===== src/rtl/burst_bus_req_pkg.sv =====
package burst_bus_req_pkg;

  localparam int BEATS_W = 4;

  typedef enum logic [2:0] {
    ST_IDLE  = 3'd0,
    ST_LWAIT = 3'd1,
    ST_LADDR = 3'd2,
    ST_LDATA = 3'd3,
    ST_RMT   = 3'd4
  } st_e;

  typedef enum logic [1:0] {
    OWN_NONE = 2'd0,
    OWN_LOC  = 2'd1,
    OWN_RMT  = 2'd2
  } own_e;

  // data cycles per local burst; byte mode doubles the word-mode count
  function automatic logic [BEATS_W-1:0] burst_beats(input logic word, input logic [1:0] sel);
    logic [BEATS_W-1:0] w;
    w = (sel == 2'd3) ? BEATS_W'(6) : (BEATS_W'(1) << sel);
    return word ? w : {w[BEATS_W-2:0], 1'b0};
  endfunction

endpackage


===== src/rtl/bdr_beat_cnt.sv =====
module bdr_beat_cnt #(
  parameter int W = 4
) (
  input  logic         clk,
  input  logic         rst_n,
  input  logic         clr,
  input  logic         step,
  output logic [W-1:0] cnt
);
  always_ff @(posedge clk) begin
    if (!rst_n)    cnt <= '0;
    else if (clr)  cnt <= '0;
    else if (step) cnt <= cnt + 1'b1;
  end
endmodule


===== src/rtl/bdr_rmt_cnt.sv =====
module bdr_rmt_cnt #(
  parameter int CNT_W = 16
) (
  input  logic             clk,
  input  logic             rst_n,
  input  logic             start,
  input  logic             dir_in,
  input  logic [CNT_W-1:0] len,
  input  logic             beat,
  output logic             busy,
  output logic             last,
  output logic             write
);
  logic [CNT_W-1:0] left;
  logic             accept;

  assign accept = start && !busy && (len != '0);
  assign busy   = (left != '0);
  assign last   = (left == CNT_W'(1));

  always_ff @(posedge clk) begin
    if (!rst_n) begin
      left  <= '0;
      write <= 1'b0;
    end else if (accept) begin
      left  <= len;
      write <= dir_in;
    end else if (beat && busy) begin
      left  <= left - 1'b1;
    end
  end
endmodule


===== src/rtl/bdr_arb.sv =====
module bdr_arb
  import burst_bus_req_pkg::*;
#(
  parameter int BW       = BEATS_W,
  parameter int ADDR_CYC = 4
) (
  input  logic          clk,
  input  logic          rst_n,
  input  logic          loc_want,
  input  logic          rmt_busy,
  input  logic          bus_ack,
  input  logic          wide32,
  input  logic [BW-1:0] beats,
  input  logic [BW-1:0] cnt,
  output st_e           state,
  output logic          cnt_clr,
  output logic          cnt_step,
  output logic          loc_beat,
  output logic          loc_last,
  output logic          loc_abort,
  output logic          rmt_beat
);
  st_e nxt;
  st_e first_ph;

  assign first_ph = wide32 ? ST_LADDR : ST_LDATA;

  always_comb begin
    nxt       = state;
    cnt_clr   = 1'b0;
    cnt_step  = 1'b0;
    loc_beat  = 1'b0;
    loc_last  = 1'b0;
    loc_abort = 1'b0;
    rmt_beat  = 1'b0;
    case (state)
      ST_IDLE: begin
        if (loc_want)      nxt = ST_LWAIT;
        else if (rmt_busy) nxt = ST_RMT;
      end
      ST_LWAIT: begin
        if (bus_ack) begin
          nxt     = first_ph;
          cnt_clr = 1'b1;
        end
      end
      ST_LADDR: begin
        if (!bus_ack) begin
          loc_abort = 1'b1;
          nxt       = ST_IDLE;
        end else if (cnt == BW'(ADDR_CYC - 1)) begin
          nxt     = ST_LDATA;
          cnt_clr = 1'b1;
        end else begin
          cnt_step = 1'b1;
        end
      end
      ST_LDATA: begin
        if (!bus_ack) begin
          loc_abort = 1'b1;
          nxt       = ST_IDLE;
        end else begin
          loc_beat = 1'b1;
          if (cnt == beats - 1'b1) begin
            loc_last = 1'b1;
            nxt      = ST_IDLE;
          end else begin
            cnt_step = 1'b1;
          end
        end
      end
      ST_RMT: begin
        if (bus_ack) begin
          rmt_beat = 1'b1;
          if (loc_want) begin
            nxt     = first_ph;
            cnt_clr = 1'b1;
          end else begin
            nxt = ST_IDLE;
          end
        end else if (loc_want) begin
          nxt = ST_LWAIT;
        end
      end
      default: nxt = ST_IDLE;
    endcase
  end

  always_ff @(posedge clk) begin
    if (!rst_n) state <= ST_IDLE;
    else        state <= nxt;
  end
endmodule


===== src/rtl/burst_bus_req.sv =====
module burst_bus_req
  import burst_bus_req_pkg::*;
#(
  parameter int LVL_W    = 6,
  parameter int CNT_W    = 16,
  parameter int PAGE_W   = 16,
  parameter int ADDR_CYC = 4
) (
  input  logic              clk,
  input  logic              rst_n,
  input  logic              cfg_word_mode,
  input  logic [1:0]        cfg_burst_sel,
  input  logic              cfg_wide32,
  input  logic [PAGE_W-1:0] cfg_page_hi,
  input  logic [LVL_W-1:0]  fifo_level,
  input  logic [LVL_W-1:0]  fifo_thresh,
  input  logic              rmt_start,
  input  logic              rmt_write_in,
  input  logic [CNT_W-1:0]  rmt_len,
  input  logic              bus_ack,
  output logic              bus_req,
  output logic [1:0]        owner,
  output logic              addr_phase,
  output logic [PAGE_W-1:0] addr_hi,
  output logic              loc_beat,
  output logic              loc_done,
  output logic              loc_abort,
  output logic              rmt_beat,
  output logic              rmt_done,
  output logic              rmt_busy,
  output logic              rmt_write
);
  localparam int BW = BEATS_W;

  st_e          state;
  own_e         own;
  logic         loc_want;
  logic [BW-1:0] beats;
  logic [BW-1:0] cnt;
  logic         cnt_clr;
  logic         cnt_step;
  logic         rmt_last;

  assign loc_want = fifo_level > fifo_thresh;
  assign beats    = burst_beats(cfg_word_mode, cfg_burst_sel);

  bdr_arb #(.BW(BW), .ADDR_CYC(ADDR_CYC)) u_arb (
    .clk       (clk),
    .rst_n     (rst_n),
    .loc_want  (loc_want),
    .rmt_busy  (rmt_busy),
    .bus_ack   (bus_ack),
    .wide32    (cfg_wide32),
    .beats     (beats),
    .cnt       (cnt),
    .state     (state),
    .cnt_clr   (cnt_clr),
    .cnt_step  (cnt_step),
    .loc_beat  (loc_beat),
    .loc_last  (loc_done),
    .loc_abort (loc_abort),
    .rmt_beat  (rmt_beat)
  );

  bdr_beat_cnt #(.W(BW)) u_beat (
    .clk   (clk),
    .rst_n (rst_n),
    .clr   (cnt_clr),
    .step  (cnt_step),
    .cnt   (cnt)
  );

  bdr_rmt_cnt #(.CNT_W(CNT_W)) u_rmt (
    .clk    (clk),
    .rst_n  (rst_n),
    .start  (rmt_start),
    .dir_in (rmt_write_in),
    .len    (rmt_len),
    .beat   (rmt_beat),
    .busy   (rmt_busy),
    .last   (rmt_last),
    .write  (rmt_write)
  );

  always_comb begin
    case (state)
      ST_LWAIT, ST_LADDR, ST_LDATA: own = OWN_LOC;
      ST_RMT:                       own = OWN_RMT;
      default:                      own = OWN_NONE;
    endcase
  end

  assign owner      = own;
  assign bus_req    = (state != ST_IDLE);
  assign addr_phase = (state == ST_LADDR);
  assign addr_hi    = addr_phase ? cfg_page_hi : '0;
  assign rmt_done   = rmt_beat && rmt_last;
endmodule


===== config.mk =====
export PLATFORM = sky130hd
export DESIGN_NAME = burst_bus_req
export DESIGN_NICKNAME = d
export VERILOG_FILES = /design/src/rtl/burst_bus_req_pkg.sv /design/src/rtl/bdr_beat_cnt.sv /design/src/rtl/bdr_rmt_cnt.sv /design/src/rtl/bdr_arb.sv /design/src/rtl/burst_bus_req.sv
export SDC_FILE = /design/constraint.sdc
export NUM_CORES = 1
export LEC_CHECK = 0
export ABC_AREA = 1
export BUFFER_PORTS_ARGS = -buffer_cell sky130_fd_sc_hd__buf_2
export CORE_ASPECT_RATIO = 0.7
export CORE_UTILIZATION = 45
export DETAILED_ROUTE_END_ITERATION = 10
export GPL_TIMING_DRIVEN = 0
export PLACE_DENSITY = 0.73
export SLEW_MARGIN = 10
export SYNTH_ARGS = -nofsm -noshare
export SYNTH_HDL_FRONTEND = slang
export SYNTH_SLANG_ARGS = --single-unit

===== constraint.sdc =====
create_clock -name clk -period 1.81 [get_ports clk]
set_input_delay 0.2715 -clock clk [delete_from_list [all_inputs] [get_ports clk]]
set_output_delay 0.2715 -clock clk [all_outputs]
set_load 0.01 [all_outputs]

Word level (Yosys, flattened, before mapping). Index checks and enable logic that the tools add are counted.

Flip-flop bits (word level): 24. Output and inout bits: 27. Word-level logic and storage cells: 73.

Add/sub/neg operators: 3. Order comparisons: 1. Eq/ne operators: 13. Shifts and indexed selects: 1. Muxes and demuxes: 36. Bitwise operators: 1. Reductions and logical operators: 14.

Operators by type and width (number): two-way mux 16 bit (3); nonzero test 16 bit (2); two-way mux 3 bit (10); two-way mux 1 bit (17); equality test 16 x 1 -> 1 bit, second input constant (1); subtractor 16 x 1 -> 16 bit, second input constant (1); one-hot mux 3 bit (5 select lines) (1); inequality test 3 x 2 -> 1 bit, second input constant (3); two-way mux 4 bit (2); equality test 3 x 2 -> 1 bit, second input constant (2); > comparator 6 bit (1); AND reduction 5 bit (1); adder 4 x 1 -> 4 bit, second input constant (1); equality test 4 x 2 -> 1 bit, second input constant (1); equality test 4 bit (1); logical AND 1 bit (4); one-hot mux 2 bit (2 select lines) (1); OR reduction 2 bit (2); left shift 1 x 2 -> 4 bit, first input constant (1); subtractor 4 x 1 -> 4 bit, second input constant (1); equality test 3 x 1 -> 1 bit, second input constant (1); equality test 3 bit, second input constant (1); logical NOT 3 bit (1); inequality test 3 bit, second input constant (1); 9 further kinds (9).

Logic depth before layout (Yosys ltp). Gate-level depths: netlist (run 1).

Word-level depth: 8. Depth in mapped cells: 14. Gate-level depth less buffers: 14.

By module. Synthesis (run 1) repeated with hierarchy kept, for this count alone.

Cells, all modules: 440. Area total of the unflattened synthesis: 2499.9 um^2.

By module, submodules not included: bdr_rmt_cnt (times used 1, cells an instance 251, area each 1466.4 um^2); bdr_arb (times used 1, cells an instance 82, area each 437.9 um^2); burst_bus_req (times used 1, cells an instance 84, area each 425.4 um^2); bdr_beat_cnt (times used 1, cells an instance 23, area each 170.2 um^2).

Worst setup path after synthesis (run 1). Ideal clock, no wire load.

Kind: register to register. From: reg u_rmt.left[0]. To: reg u_rmt.left[15]. Library setup time: 113 ps. Data arrival time: 1521 ps. Required time: 1697 ps. Slack: 176 ps. Cell stages (with the launch flop): 14. Period minus slack after synthesis: 1634 ps. Cells stage by stage: dfxtp_1 -> inv_1 -> ha_1 -> nand2_4 -> nor2_8 -> inv_4 -> nor2_8 -> nor2_8 -> clkinv_4 -> buf_8 -> nand3_1 -> o21ai_1 -> o21ai_1 -> inv_1.

Word-level cells in the longest chain between the ends: 5. Elaborated cells between the ends (all ways): 9. Classes of those cells: add/sub (1); mux (2); reduce/logical (6).

Ends and longest elaborated chain: from (decl) (line bdr_rmt_cnt.sv:14) `logic [CNT_W-1:0] left;`; from (signal assigned) (line bdr_rmt_cnt.sv:26) `left <= len;`; from (signal assigned) (line bdr_rmt_cnt.sv:29) `left <= left - 1'b1;`; branches (longest 5 deep; another with subtractor 16 x 1 -> 16 bit).

Parallel ways; which one is timed is not known. The select of a mux whose other input is x is not followed. A chain may end at the register's enable or synchronous reset.

Worst setup path in the final report (run 1).
From: reg u_rmt.left[1]. To: out rmt_busy.

Word-level cells in the longest chain between the ends: 1.

Ends and longest elaborated chain: nonzero test 16 bit (line bdr_rmt_cnt.sv:18) `assign busy = (left != '0);`; to (decl) (line burst_bus_req.sv:30) `output logic rmt_busy,`.

Every way passes these cells.

==> metrics.cfg, run 1 <==
[routing]
antenna_left=0
initialDrtViolationCount=182
via_per_inst=4.75
avgRoutedWirePerCell_um=11.5
drt_first_pass_iters=4
vias=2500
wl_um=6040
drc_errors=0

[place]
dp_hpwl_um=4740
placed_area_mm2=0.00269
io_buffers=78
place_ws_ns=-0.0829
place.gp.congestion=0.893
placedCellCount=514

[synthesis]
ys.flop_type=dfxtp_1
syn_inst=370
ys_async_sr_fraction=0
synth_warnings=0
synth_edf_count=0
synth_nets=432
avgSynthCellArea_um2=6.00
synthesis.area_mm2=0.00222
synth_seq_cells=24
yosysSeqAreaShare=0.216
synth_cell_type_count=32

[worst_setup_path]
timing_worst_setup_path_type=register to primary output
end_kind=primary output
required_ns=1.54
r2r_slack_ns=0.09
path_max_fanout=5
cp-start-kind=register
worstPathArrival_ns=1.51
cp-startpoint=u_rmt.left[1]
rr_startpoint=u_rmt.left[1]

[power]
power.density_mw_per_mm2=1870
p_sw_frac=0.523
seqPwrFrac=0.174
power.leakage_nw=1.68
power_w=0.00544
switching_power_w=0.00284
combPwrFrac=0.736
vdd_drop_max_v=0.00115
pwr-share-clk=0.090
internal_power_w=0.00260

[finish]
drive_above_1_share=0.307
fin_nets=523
final_common_cell=buf_2
n_antenna_cell=0
final_cell_mix=buf_2 (78), inv_1 (75), nand2_1 (75)
design_area_mm2=0.00291
area_growth_pct=31.2
final_cells=526
num-fill-cells=440

[global_route]
grt_max_degree=19
antenna_found_initial=0
grt_usage=0.229
overflow=0
use_met3=0.0395
grt_pass1_vias=2140
use_met2=0.392
top_usage_layer=met2
use_met1=0.314
grt_pass1_wl_um=9400

[sta]
fin_worst_skew_ns=0.00276
clock.fmax_ghz=0.561
setup_tns_ns=0
finalHoldViolations=0
worst_slew_pin_slew_ns=0.437
fin_crit_sh=0.985
setup_violations=0
slew_viol_final=0
grt_setup_unrepaired=yes
period_needed_ns=1.78
finalWorstSetupSlack_ns=0.0272
relSlewSlack=0.706

[min_path]
hold_path_class=input port to register
hp-start=rmt_len[0]

[cts]
hold_buffers=0
cts_tree=yes
clock_path_buffers=2
cts.sinks=24
clock_tree.root_cell=clkbuf_8
clk_pin_slew_ns=0.09
cts_buffers=3
h-tree-depth=1
clk_latency_ns=0.27

[floorplan]
die_w_um=85.9
die_area_mm2=0.00522
pin_count=80
die_h_um=60.8
placementRows=20
core_area_mm2=0.00453
start_util=0.490

[status]
status=finished clean

[job]
maxCapViolations=0

[per-layer routing]
metal	wire length, um	vias to the layer above
met4	19	0
met3	388	2
met5	0	-
li1	-	1331
met1	2930	1087
met2	2710	80
[synthesized netlist by cell type, drive strengths merged, types with 3 or more instances]
cell,count,area [um2]
inv,82,310
nand2,82,340
nor2,65,333
nand3,41,228
dfxtp,24,480
o21ai,18,90.1
a21oi,14,70.1
ha,9,113
nand4,8,50.1
xor2,8,70.1
nor3,6,35.0
buf,4,35.0
o211ai,3,22.5
[cell type report]
| type | instances | area [um2] | area share |
|---|---|---|---|
| Buffer | 4 | 35.0 | 0.0120 |
| Clock buffer | 3 | 41.3 | 0.0142 |
| Clock inverter | 1 | 30.0 | 0.0103 |
| Inverter | 84 | 330 | 0.113 |
| Multi-Input combinational cell | 257 | 1440 | 0.494 |
| Sequential cell | 24 | 489 | 0.168 |
| Tap cell | 66 | 82.6 | 0.0284 |
| Timing Repair Buffer | 87 | 464 | 0.159 |
[power groups by stage]
stage                     Sequential, W  Clock [W]  Combinational (W)
final                          0.000947   0.000487            0.00401
after global routing           0.000968   0.000515            0.00438
after CTS                      0.000907   0.000495            0.00356
after detailed placement       0.000916          0            0.00341
after global placement         0.000913          0            0.00334
after floorplan                0.000877          0            0.00270
[cell families after synthesis]
group / synth area share
and+or+nand+nor: 0.447
buffers and inverters: 0.165
AOI/OAI and AO/OA: 0.0891
DFF: 0.216
adders and majority gates: 0.0507
xor gates and xnor gates: 0.0316
[worst max-delay path, cell delays in order (launching register included)]
cell     delay [ns]
dfxtp_2        0.35
inv_2          0.08
ha_4           0.15
nand2_4        0.06
nor2_8         0.17
nand2_4        0.07
nor2_4         0.14
nand2_4        0.08
buf_6          0.12
[final timing paths]
path	to	cells past startpoint
max	rmt_busy	8
min reg2reg	u_rmt.write	2
max reg2reg	u_rmt.left[7]	14
min	u_rmt.left[0]	3
[repair_timing]
action	CTS	global route
setup buffers	2	7
gates resized for setup	3	23
pin swaps	1	7
setup endpoints to repair	20	31
[state kept, by name, summed over array words and instances (netlist names)]
name and count:
u_arb.state 3, u_beat.cnt 4, u_rmt.left 16, u_rmt.write 1
[stage by stage]
| step | utilization | hold WS, ns |
|---|---|---|
| 3_3_place_gp | 0.594 | 0.449 |
| 2_1_floorplan | - | 0.419 |
| 6_report | 0.643 | 0.256 |
| 5_1_grt | 0.643 | 0.256 |
| 4_1_cts | 0.615 | 0.259 |
| 3_5_place_dp | 0.594 | 0.483 |
Power figures use the tool's default switching activity.
==> run 2, diff against run 1 <==
- CORE_MARGIN: unset -> 4
==> run 2 against run 1 <==
Effect of this change: combinational power fell by 1%; non-clock buffer count down 1; design area up 0.52%; worst hold slack improved by 0.0019 ns; routed wire length rose by 1.3%; count of clock-buffer cells in the layout did not move; flip-flop and latch count is the same; critical path type unchanged.
==> metrics.cfg, run 2 (synthesis results as in run 1) <==
[cts]
hold_buffers=0
h-tree-depth=1
clock_tree.root_cell=clkbuf_8
cts.sinks=24
clk_latency_ns=0.28
clk_pin_slew_ns=0.10
cts_buffers=3
clock_path_buffers=2
cts_tree=yes

[job]
maxCapViolations=0

[worst_setup_path]
timing_worst_setup_path_type=register to primary output
critPathSlowestCell=dfxtp_4
cp_slowest_stage_delay_ns=0.39
cp-startpoint=u_rmt.left[0]
path_max_fanout=5
worstPathArrival_ns=1.54
end_kind=primary output
rr_startpoint=u_rmt.left[0]
reg2reg_depth=14
reg2reg_to=u_rmt.left[9]
cp-start-kind=register
required_ns=1.54
r2r_slack_ns=0.06
critPathMostFrequentCell=nand2_4
cp_cell_sequence=inv_4 -> ha_4 -> nand2_4 -> nor2_8 -> nand2_4 -> nor2_4 -> nand2_2 -> buf_6

[global_route]
grt_max_degree=19
antenna_found_initial=0
grt_pass1_vias=2110
grt_pass1_wl_um=9600
overflow=0
grt_usage=0.193

[sta]
fin_worst_skew_ns=0.0102
setup_violations=0
slew_viol_final=0
relSlewSlack=0.693
period_needed_ns=1.81
hold_ws_ns=0.258
clock.fmax_ghz=0.553
fin_crit_sh=0.999
worst_slew_pin_slew_ns=0.461
grt_setup_unrepaired=yes
finalHoldViolations=0
setup_tns_ns=0

[routing]
avgRoutedWirePerCell_um=11.6
via_per_inst=4.78
vias=2522
antenna_left=0
initialDrtViolationCount=153
drc_errors=0
drt_first_pass_iters=5
wl_um=6120

[finish]
drive_above_1_share=0.307
largest_reg_flops=16
utilization=0.612
n_antenna_cell=0
area_growth_pct=31.8
final_common_cell=buf_2
fin_nets=522
final_cells=528
reg_top3=u_rmt.left (16), u_beat.cnt (4), u_arb.state (3)
final_cell_mix=buf_2 (78), inv_1 (75), nand2_1 (75)
top_register=u_rmt.left

[place]
placedCellCount=517
dp_hpwl_um=4820
place.gp.congestion=0.840
io_buffers=78

[floorplan]
pin_count=80
die_w_um=91.9
start_util=0.464
core_area_mm2=0.00478
die_h_um=66.8
placementRows=21
die_area_mm2=0.00614

[power]
power.leakage_nw=1.69
vdd_drop_max_v=0.00109
power.density_mw_per_mm2=1850

[status]
status=finished clean

[min_path]
holdPathStages=3
hold_path_end=u_rmt.left[4]
hp-start=rmt_len[4]
hold_path_class=input port to register

[run 2: power breakdown]
part | switching [W] | total, W | internal, W
Sequential | 0.000227 | 0.000962 | 0.000735
Combinational | 0.00241 | 0.00397 | 0.00156
Clock | 0.000193 | 0.000490 | 0.000296
[run 2: worst max-delay path, delay by kind of cell (launching register included)]
family | cells | cell delay [ns]
fa+ha+maj | 1 | 0.13
flops | 1 | 0.39
simple gates | 5 | 0.53
buf+inv | 2 | 0.19
[run 2: cell type report]
| cell class | instances | area, um2 |
|---|---|---|
| buffer | 4 | 35.0 |
| clock buffer | 3 | 41.3 |
| clock inverter | 1 | 30.0 |
| fill | 470 | 1860 |
| inverter | 84 | 333 |
| multi-input combinational | 257 | 1450 |
| sequential | 24 | 494 |
| tap | 69 | 86.3 |
| timing repair buffer | 86 | 457 |
[run 2: worst max path at each step]
stage | slack [ns] | end | cells after the start
final | 0.002 | rmt_busy | 8
after global routing | -0.07 | rmt_busy | 8
after CTS | 0.02 | rmt_busy | 8
after detailed placement | -0.04 | u_beat.cnt[0] | 10
after global placement | -0.05 | u_beat.cnt[0] | 11
after floorplan | 0.18 | u_rmt.left[15] | 13
[run 2: repair_timing]
item | in CTS | in global routing
buffers inserted | 1 | 7
gates cloned | 0 | 0
gates resized for setup | 7 | 25
pin swaps | 1 | 4
setup endpoints to repair | 25 | 19
[run 2: layer usage]
metal / vias to the layer above / share of wire / global-route usage
met5: - / 0 / 0
met4: 0 / 0.0018 / 0.0241
met3: 3 / 0.082 / 0.0418
met2: 100 / 0.45 / 0.320
met1: 1095 / 0.47 / 0.266
li1: 1324 / - / -
[run 2: through the flow]
| step | instance area, um2 | worst slack [ns] | total power (W) |
|---|---|---|---|
| after floorplan | 2220 | 0.176 | 0.00358 |
| after global placement | 2700 | -0.0493 | 0.00425 |
| after detailed placement | 2700 | -0.0421 | 0.00430 |
| after CTS | 2800 | 0.0182 | 0.00490 |
| after global routing | 2930 | -0.0678 | 0.00592 |
| final | 2930 | 0.00184 | 0.00542 |
